[src/rtl/ivl_timer_pkg.sv]
package ivl_timer_pkg;
   localparam int unsigned NUM_SRC = 4;
   localparam int unsigned SEL_W   = 2;

   typedef enum logic [SEL_W-1:0] {
      SRC_FAST = 2'd0,
      SRC_MID  = 2'd1,
      SRC_SLOW = 2'd2,
      SRC_MIN  = 2'd3
   } src_sel_e;

   typedef enum logic {
      IRQ_LEVEL = 1'b0,
      IRQ_PULSE = 1'b1
   } irq_style_e;
endpackage

[src/rtl/ivl_tick_sel.sv]
module ivl_tick_sel #(
   parameter int unsigned NSRC  = 4,
   parameter int unsigned SEL_W = 2,
   parameter int unsigned RTN_W = 13,
   parameter logic [NSRC*RTN_W-1:0] RTN_TBL = '0
) (
   input  logic [NSRC-1:0]  tick_src_i,
   input  logic [SEL_W-1:0] sel_i,
   output logic             tick_o,
   output logic [RTN_W-1:0] rtn_len_o
);
   if (NSRC > (1 << SEL_W)) begin : g_bad_sel
      $error("ivl_tick_sel: select too narrow for source count");
   end

   logic [NSRC-1:0]  hit;
   logic [RTN_W-1:0] len_pick [NSRC];

   for (genvar g = 0; g < NSRC; g++) begin : g_src
      localparam logic [RTN_W-1:0] LEN = RTN_TBL[g*RTN_W +: RTN_W];
      if (LEN == '0) begin : g_bad_len
         $error("ivl_tick_sel: return window must be at least one tick");
      end
      assign hit[g]      = tick_src_i[g] && (sel_i == SEL_W'(g));
      assign len_pick[g] = (sel_i == SEL_W'(g)) ? LEN : '0;
   end

   assign tick_o = |hit;

   always_comb begin
      rtn_len_o = '0;
      for (int i = 0; i < NSRC; i++) begin
         rtn_len_o = rtn_len_o | len_pick[i];
      end
   end
endmodule

[src/rtl/ivl_down_cnt.sv]
module ivl_down_cnt #(
   parameter int unsigned CNT_W = 8
) (
   input  logic             clk_i,
   input  logic             rst_ni,
   input  logic             tick_i,
   input  logic             run_i,
   input  logic [CNT_W-1:0] preset_i,
   input  logic             preset_wr_i,
   output logic [CNT_W-1:0] count_o,
   output logic             evt_o
);
   if (CNT_W < 2) begin : g_bad_w
      $error("ivl_down_cnt: counter must be at least 2 bits");
   end

   logic [CNT_W-1:0] preset_q;
   logic [CNT_W-1:0] count_q;
   logic             expire;

   // The tick that would take the count to zero reloads instead.
   assign expire = (count_q <= CNT_W'(1));
   assign evt_o  = run_i && tick_i && !preset_wr_i && expire;

   always_ff @(posedge clk_i or negedge rst_ni) begin
      if (!rst_ni) begin
         preset_q <= '0;
         count_q  <= '0;
      end else if (preset_wr_i) begin
         preset_q <= preset_i;
         count_q  <= preset_i;
      end else if (!run_i) begin
         count_q  <= preset_q;
      end else if (tick_i) begin
         count_q  <= expire ? preset_q : count_q - 1'b1;
      end
   end

   assign count_o = count_q;

   assert_cnt_bound_R2: assert property (@(posedge clk_i) disable iff (!rst_ni)
      count_q <= preset_q)
      else $error("count above preset");

   assert_wr_load_R3: assert property (@(posedge clk_i) disable iff (!rst_ni)
      preset_wr_i |=> (count_q == $past(preset_i)))
      else $error("preset write did not load counter");

   assert_idle_hold_R4: assert property (@(posedge clk_i) disable iff (!rst_ni)
      (!run_i && !preset_wr_i) |=> (count_q == preset_q))
      else $error("stopped counter left preset");
endmodule

[src/rtl/ivl_irq_out.sv]
module ivl_irq_out #(
   parameter int unsigned RTN_W         = 13,
   parameter bit          FLAG_SET_WINS = 1'b1
) (
   input  logic             clk_i,
   input  logic             rst_ni,
   input  logic             evt_i,
   input  logic             ref_tick_i,
   input  logic [RTN_W-1:0] rtn_len_i,
   input  logic             irq_en_i,
   input  logic             pulse_mode_i,
   input  logic             flag_clr_i,
   output logic             flag_o,
   output logic             irq_pull_o
);
   logic             flag_q;
   logic             flag_d;
   logic             active_q;
   logic [RTN_W-1:0] rtn_q;

   if (FLAG_SET_WINS) begin : g_set_wins
      assign flag_d = evt_i | (flag_q & ~flag_clr_i);
   end else begin : g_clr_wins
      assign flag_d = (evt_i | flag_q) & ~flag_clr_i;
   end

   always_ff @(posedge clk_i or negedge rst_ni) begin
      if (!rst_ni) flag_q <= 1'b0;
      else         flag_q <= flag_d;
   end

   always_ff @(posedge clk_i or negedge rst_ni) begin
      if (!rst_ni) begin
         active_q <= 1'b0;
         rtn_q    <= '0;
      end else if (!irq_en_i) begin
         active_q <= 1'b0;
         rtn_q    <= '0;
      end else if (evt_i) begin
         active_q <= 1'b1;
         rtn_q    <= pulse_mode_i ? rtn_len_i : '0;
      end else if (!pulse_mode_i) begin
         rtn_q <= '0;
         if (flag_clr_i) active_q <= 1'b0;
      end else if (active_q && ref_tick_i) begin
         if (rtn_q <= RTN_W'(1)) begin
            active_q <= 1'b0;
            rtn_q    <= '0;
         end else begin
            rtn_q <= rtn_q - 1'b1;
         end
      end
   end

   assign flag_o     = flag_q;
   assign irq_pull_o = active_q & irq_en_i;

   assert_flag_from_evt_R5: assert property (@(posedge clk_i) disable iff (!rst_ni)
      $rose(flag_q) |-> $past(evt_i))
      else $error("flag set without event");

   if (FLAG_SET_WINS) begin : g_chk_flag
      assert_req_has_flag_R6: assert property (@(posedge clk_i) disable iff (!rst_ni)
         $rose(active_q) |-> flag_q)
         else $error("request raised with flag clear");
   end

   assert_pulse_window_R7: assert property (@(posedge clk_i) disable iff (!rst_ni)
      ($rose(active_q) && pulse_mode_i) |-> (rtn_q != '0))
      else $error("pulse started with empty window");

   assert_req_from_evt_R8: assert property (@(posedge clk_i) disable iff (!rst_ni)
      $rose(irq_pull_o) |-> $past(evt_i))
      else $error("request rose without event");
endmodule

[src/rtl/ivl_timer.sv]
module ivl_timer
   import ivl_timer_pkg::*;
#(
   parameter int unsigned CNT_W         = 8,
   parameter int unsigned RTN_FAST      = 1,
   parameter int unsigned RTN_MID       = 64,
   parameter int unsigned RTN_SLOW      = 4096,
   parameter bit          FLAG_SET_WINS = 1'b1
) (
   input  logic               clk_i,
   input  logic               rst_ni,
   input  logic [NUM_SRC-1:0] tick_src_i,
   input  logic               ref_tick_i,
   input  logic [SEL_W-1:0]   src_sel_i,
   input  logic [CNT_W-1:0]   preset_i,
   input  logic               preset_wr_i,
   input  logic               run_i,
   input  logic               irq_en_i,
   input  logic               pulse_mode_i,
   input  logic               flag_clr_i,
   output logic               flag_o,
   output logic               irq_pull_o,
   output logic [CNT_W-1:0]   count_o
);
   localparam int unsigned RTN_MAX_A = (RTN_FAST > RTN_MID) ? RTN_FAST : RTN_MID;
   localparam int unsigned RTN_MAX   = (RTN_MAX_A > RTN_SLOW) ? RTN_MAX_A : RTN_SLOW;
   localparam int unsigned RTN_W     = $clog2(RTN_MAX + 1);
   // Window per source index, highest index first.
   localparam logic [NUM_SRC*RTN_W-1:0] RTN_TBL = {
      RTN_W'(RTN_FAST), RTN_W'(RTN_SLOW), RTN_W'(RTN_MID), RTN_W'(RTN_FAST)};

   if (RTN_FAST == 0 || RTN_MID == 0 || RTN_SLOW == 0) begin : g_bad_rtn
      $error("ivl_timer: return windows must be nonzero");
   end

   logic             tick;
   logic             evt;
   logic [RTN_W-1:0] rtn_len;

   ivl_tick_sel #(
      .NSRC    (NUM_SRC),
      .SEL_W   (SEL_W),
      .RTN_W   (RTN_W),
      .RTN_TBL (RTN_TBL)
   ) u_tick_sel (
      .tick_src_i (tick_src_i),
      .sel_i      (src_sel_i),
      .tick_o     (tick),
      .rtn_len_o  (rtn_len)
   );

   ivl_down_cnt #(
      .CNT_W (CNT_W)
   ) u_down_cnt (
      .clk_i       (clk_i),
      .rst_ni      (rst_ni),
      .tick_i      (tick),
      .run_i       (run_i),
      .preset_i    (preset_i),
      .preset_wr_i (preset_wr_i),
      .count_o     (count_o),
      .evt_o       (evt)
   );

   ivl_irq_out #(
      .RTN_W         (RTN_W),
      .FLAG_SET_WINS (FLAG_SET_WINS)
   ) u_irq_out (
      .clk_i        (clk_i),
      .rst_ni       (rst_ni),
      .evt_i        (evt),
      .ref_tick_i   (ref_tick_i),
      .rtn_len_i    (rtn_len),
      .irq_en_i     (irq_en_i),
      .pulse_mode_i (pulse_mode_i),
      .flag_clr_i   (flag_clr_i),
      .flag_o       (flag_o),
      .irq_pull_o   (irq_pull_o)
   );

   assert_evt_needs_tick_R1: assert property (@(posedge clk_i) disable iff (!rst_ni)
      evt |-> tick_src_i[src_sel_i])
      else $error("event without selected tick");

   assert_reset_idle_R9: assert property (@(posedge clk_i)
      !rst_ni |-> (!flag_o && !irq_pull_o && count_o == '0))
      else $error("outputs not idle in reset");
endmodule

[config.mk]
export PLATFORM = sky130hd
export DESIGN_NAME = ivl_timer
export DESIGN_NICKNAME = d
export VERILOG_FILES = /design/src/rtl/ivl_timer_pkg.sv /design/src/rtl/ivl_tick_sel.sv /design/src/rtl/ivl_down_cnt.sv /design/src/rtl/ivl_irq_out.sv /design/src/rtl/ivl_timer.sv
export SDC_FILE = /design/constraint.sdc
export NUM_CORES = 1
export LEC_CHECK = 0
export CAP_MARGIN = 20
export CORE_MARGIN = 2
export CORE_UTILIZATION = 45
export DETAILED_ROUTE_END_ITERATION = 16
export GPL_TIMING_DRIVEN = 0
export PLACE_DENSITY = 0.71
export REMOVE_ABC_BUFFERS = 1
export SLEW_MARGIN = 20
export SYNTH_ARGS = -nofsm -noshare
export SYNTH_HDL_FRONTEND = slang
export SYNTH_HIERARCHICAL = 1
export SYNTH_SLANG_ARGS = --single-unit
[constraint.sdc]
create_clock -name clk_i -period 2.1 [get_ports clk_i]
set_input_delay 0.42 -clock clk_i [delete_from_list [all_inputs] [get_ports clk_i]]
set_output_delay 0.42 -clock clk_i [all_outputs]
set_load 0.005 [all_outputs]
## Word-level counts from Yosys, hierarchy flattened

Cells that the tools add are included.

| word-level totals | value |
|---|---|
| register bits | 31 |
| input bits | 22 |
| output and inout bits | 10 |
| word-level logic and storage cells | 55 |

| operators by class | value |
|---|---|
| add/subtract/negate cells | 2 |
| $lt $le $gt $ge | 2 |
| equality and inequality tests | 7 |
| mux-type cells | 20 |
| bitwise logic cells | 7 |
| reductions and logical operators | 12 |

Operator list:

| cell | count |
|---|---|
| 13-bit two-way mux | 7 |
| 13-bit bitwise OR | 3 |
| 8-bit two-way mux | 4 |
| 13-bit by 1-bit <= comparator with 1-bit output (second input constant) | 1 |
| 13-bit by 1-bit subtractor with 13-bit output (second input constant) | 1 |
| 8-bit by 1-bit <= comparator with 1-bit output (second input constant) | 1 |
| 1-bit logical AND | 8 |
| 1-bit two-way mux | 8 |
| 4-bit by 2-bit != test with 1-bit output (second input constant) | 2 |
| 8-bit by 1-bit subtractor with 8-bit output (second input constant) | 1 |
| 7-bit two-way mux | 1 |
| 2-bit equality test (second input constant) | 2 |
| 4-bit by 1-bit != test with 1-bit output (second input constant) | 1 |
| 4-bit OR reduction | 1 |
| 3-bit by 2-bit != test with 1-bit output (second input constant) | 1 |
| 3-bit AND reduction | 1 |
| 1-bit bitwise AND | 2 |
| 2-bit by 1-bit equality test with 1-bit output (second input constant) | 1 |
| 2-bit logical NOT | 1 |
| 1-bit logical NOT | 1 |
| 1-bit NOT | 1 |
| 1-bit bitwise OR | 1 |

## Depth between registers and ports, before layout

Gate-level depths: netlist (run 1).

| logic depth | value |
|---|---|
| depth after elaboration | 8 |
| gate-level depth with buffers | 11 |

## Cells and area by module

The synthesis (run 1) kept the hierarchy.

Modules (own cells, without submodules):

| module | instances | cells each | area an instance (um2) |
|---|---|---|---|
| ivl_irq_out | 1 | 108 | 1049.8 |
| ivl_down_cnt | 1 | 96 | 992.2 |
| ivl_tick_sel | 1 | 21 | 158.9 |

## Worst setup path before layout (run 1)

Ideal clock, no wire load.

| timing | value |
|---|---|
| path kind | register -> register |
| start | register u_down_cnt.count_q[3] (netlist: u_down_cnt/count_o[3]) |
| end | register u_irq_out.rtn_q[12] |
| arrival time | 2.300 ns |
| data required time | 2.024 ns |
| slack | -0.277 ns |
| stages on the path, launching flop included | 9 |
| path buffers | 1 |
| clock period less this slack | 2.377 ns |
| cells stage by stage | dfrtp_1 > nor4_4 > nand2_1 > nor3_1 > buf_2 > inv_1 > nor2_1 > a22oi_1 > o21ai_1 |

| on the way | value |
|---|---|
| word-level cells in the longest chain between the ends | 4 |
| elaborated cells on any way between the ends | 5 |

RTL lines:

| element | RTL line | RTL |
|---|---|---|
| from (decl) | ivl_down_cnt.sv:18 | `logic [CNT_W-1:0] count_q;` |
| from (signal assigned) | ivl_down_cnt.sv:31 | `count_q <= preset_i;` |
| from (signal assigned) | ivl_down_cnt.sv:33 | `count_q <= preset_q;` |
| from (signal assigned) | ivl_down_cnt.sv:35 | `count_q <= expire ? preset_q : count_q - 1'b1;` |
| 8-bit by 1-bit <= comparator with 1-bit output (*) | ivl_down_cnt.sv:22 | `assign expire = (count_q <= CNT_W'(1));` |
| 1-bit logical AND (*) | ivl_down_cnt.sv:23 | `assign evt_o = run_i && tick_i && !preset_wr_i && expire;` |
| named net evt | ivl_timer.sv:37 | `logic evt;` |
| 13-bit two-way mux | ivl_irq_out.sv:39 | `end else if (evt_i) begin` |
| 13-bit two-way mux | ivl_irq_out.sv:36 | `end else if (!irq_en_i) begin` |
| to (signal assigned) | ivl_irq_out.sv:41 | `rtn_q <= pulse_mode_i ? rtn_len_i : '0;` |
| to (signal assigned) | ivl_irq_out.sv:50 | `rtn_q <= rtn_q - 1'b1;` |
| to (decl) | ivl_irq_out.sv:19 | `logic [RTN_W-1:0] rtn_q;` |

The timed path passes the listed nets; every way through them passes the cells marked *.
A chain may end at the register's enable or synchronous reset.

## Worst setup path after layout (run 1)

| timing | value |
|---|---|
| start | register u_down_cnt.count_q[3] (netlist: u_down_cnt/count_o[3]) |
| end | register u_irq_out.rtn_q[6] |

Same word-level chain as after synthesis.

==> results of run 1 <==
[cells by family after synthesis]
group           synth area share
flops                     0.3525
simple gates              0.2030
other cells             0.001704
xor+xnor                 0.02388
buf+inv                  0.06878
compound gates            0.2553
mux                      0.04946
fa+ha+maj                0.04548
[layout by cell type, fill, tap and decap left out, drive strengths merged, types with 7 or more instances in the layout]
| cell | instances |
|---|---|
| o21ai | 17 |
| buf | 28 |
| a22oi | 13 |
| nor4 | 8 |
| inv | 15 |
| conb | 10 |
| nand2 | 14 |
| mux2 | 7 |
| clkbuf | 8 |
| ha | 8 |
| nor2 | 7 |
| dfrtp | 31 |
| clkdlybuf4s50 | 25 |
[worst max-delay path by stage]
stage	start	endpoint	slack, ns	cells after the start
6_report	u_down_cnt/count_o[3]$_DFFE_PN0P_	u_irq_out/rtn_q[6]$_DFFE_PN0P_	0.05	9
5_1_grt	u_down_cnt/count_o[3]$_DFFE_PN0P_	u_irq_out/rtn_q[6]$_DFFE_PN0P_	-0.04	9
4_1_cts	src_sel_i[0]	u_down_cnt/count_o[3]$_DFFE_PN0P_	0.001	12
3_5_place_dp	preset_wr_i	u_irq_out/rtn_q[3]$_DFFE_PN0P_	-1.57	8
3_3_place_gp	preset_wr_i	u_irq_out/rtn_q[10]$_DFFE_PN0P_	-2.32	7
2_1_floorplan	u_down_cnt/count_o[3]$_DFFE_PN0P_	u_irq_out/rtn_q[11]$_DFFE_PN0P_	-0.79	7
[through the flow]
step | setup TNS [ns] | hold WS (ns) | util
6_report | 0 | 0.4579 | 0.6297
3_5_place_dp | -21.87 | 0.2192 | 0.5449
5_1_grt | -0.1454 | 0.4674 | 0.6297
4_1_cts | 0 | 0.4595 | 0.6122
2_1_floorplan | -9.459 | 0.1244 | -
3_3_place_gp | -35.65 | 0.4771 | 0.5364
[flip-flops by register name, summed over array words and instances (netlist names)]
register,cells
u_irq_out/rtn_q,13
u_irq_out/active_q,1
u_down_cnt/preset_q,8
u_down_cnt/count_o,8
u_irq_out/flag_o,1
[repair_timing]
item | in CTS | in global routing
setup buffers | 18 | 6
hold endpoints to repair | 1 | 0
resized for setup | 25 | 20
pin swaps | 6 | 8
cloned | 0 | 0
hold buffers | 1 | 0
endpoints found under the setup margin | 23 | 21
[report_power, final]
group | switching, W | internal, W | total [W]
clock | 0.000228 | 0.000257 | 0.000485
combinational | 0.000182 | 0.000209 | 0.000391
sequential | 0.0000615 | 0.000637 | 0.000699
[critical path, stage by stage, from the launching register on]
cell and delay (ns):
dfrtp_2 0.47, nor4_4 0.34, nand2_2 0.14, nor3_4 0.28, buf_6 0.17, a21oi_4 0.04, nor2_4 0.18, buf_6 0.15
a31oi_1 0.07, o21ai_1 0.12
[metal layers]
metal / GRT usage / part of all wire / up-vias
met4: 0.08283 / 0.019 / 0
met2: 0.3681 / 0.51 / 61
met1: 0.2780 / 0.42 / 982
li1: - / - / 959
met3: 0.03930 / 0.043 / 10
met5: 0 / 0 / -
[layout make-up]
type | count | area (µm²) | share of cell area
clock buffers | 6 | 82.58 | 0.02777
clock inverters | 1 | 5.005 | 0.001683
inverters | 15 | 56.30 | 0.01893
multi-input cells | 173 | 1421 | 0.4779
flip-flops and latches | 31 | 779.5 | 0.2621
well taps | 67 | 83.83 | 0.02819
repair buffers | 59 | 545.5 | 0.1834
==> impl_metrics.json, run 1 <==
{
  "synth_edf_count": 0,
  "place.detailed.instances": 320,
  "layout-drive-gt1-share": 0.2912,
  "cts_made_buffers": 5,
  "period_share": 0.9781,
  "cts.clk_slew.worst_paths_ns": 0.06,
  "worstReg2RegStart": "u_down_cnt/count_o[3]$_DFFE_PN0P_",
  "syn_area_um2": 2201,
  "totalPowerFinal_w": 0.001575,
  "die_height_um": 73.94,
  "drcViolationCount": 0,
  "clock-root-buffer": "clkbuf_8",
  "async_flop_share": 1.000,
  "synth_top_area_share": 0.3525,
  "maxCapViolations": 0,
  "gp_congestion": 0.8315,
  "postSynthCellCount": 225,
  "grt_max_degree": 31,
  "reg2reg_depth": 9,
  "clock-sinks": 31,
  "die_area_um2": 5466,
  "pin_count": 32,
  "die_w_um": 73.94,
  "cp_max_fo": 7,
  "setup_ws_ns": 0.04594,
  "p_per_area_nw_per_um2": 529.6,
  "yosysMostFrequentCell": "dfrtp_1",
  "initial_utilization": 0.4660,
  "post-synth-top-area-cell": "dfrtp_1",
  "seq_area_frac_synth": 0.3525,
  "cp-end-kind": "flip-flop",
  "worstMarginPinSlew_ns": 0.6283,
  "post-place-ws_ns": -1.571,
  "grt_first_pass_wirelength_um": 9101,
  "required_ns": 2.31,
  "path_class": "reg2reg",
  "synth.avg_cell_area_um2": 9.782,
  "finalCriticalPeriod_ns": 2.054,
  "ys_warn_count": 6,
  "hold_viol_final": 0,
  "vias": 2012,
  "yosys_register_bits": 31,
  "hold_class": "in2async",
  "grt_pass1_vias": 1886,
  "grt.total_usage": 0.2176,
  "antenna_found_initial": 0,
  "critPathArrivalTime_ns": 2.26,
  "status": "complete, no violations",
  "synth_area_leaders": "dfrtp_1 (35%), ha_1 (4.5%), a22oi_1 (4.4%), mux2_2 (3.6%), buf_4 (3.4%)",
  "leakage_nw": 1.270,
  "synth_flop_cell": "dfrtp_1",
  "regToRegSetupSlack_ns": 0.05,
  "setup_viol": 0,
  "n_antenna_cell": 0,
  "drt_first_pass_iters": 4,
  "drv_slew": 0,
  "nNetsFinal": 315,
  "num-fill-cells": 386,
  "skew_ns": 0.006219,
  "clock_tree.buffer_depth": 2,
  "io_buffers": 31,
  "std_cell_rows": 25,
  "viasPerCell": 5.716,
  "relSlewSlack": 0.5773,
  "place_area_um2": 2574,
  "totalWireLength_um": 5558,
  "first_iter_violations": 115,
  "ys_top_cells_by_count": "dfrtp_1 (31), inv_1 (15), nand2_1 (14), a22oi_1 (13)",
  "route.detailed.wl_per_inst_um": 15.79,
  "insertion_delay_ns": 0.28,
  "final_cell_area_um2": 2974,
  "yosysUniqueCellTypes": 59,
  "startpoint_type": "flip-flop",
  "dpl.hpwl_um": 3458,
  "fmax_mhz": 486.8,
  "max-vdd-ir-drop_v": 0.0003477,
  "antenna_violating_nets_post_route": 0,
  "gr-total-overflow": 0,
  "htreeDepth": 2,
  "fin_cells": 352,
  "r2r-end": "u_irq_out/rtn_q[6]$_DFFE_PN0P_",
  "syn_to_final_growth_pct": 35.13,
  "cts_tree": "done",
  "fp.coreArea_um2": 4723
}
(Power assumes the default switching activity.)
==> run 2, diff against run 1 <==
--- a/config.mk
+++ b/config.mk
@@ -5,7 +5,7 @@
 export SDC_FILE = /design/constraint.sdc
 export NUM_CORES = 1
 export LEC_CHECK = 0
-export CAP_MARGIN = 20
+export CAP_MARGIN = 10
 export CORE_MARGIN = 2
 export CORE_UTILIZATION = 45
 export DETAILED_ROUTE_END_ITERATION = 16
==> results of run 2 <==
Same layout as run 1: the final DEF is identical, and so are final timing and power.
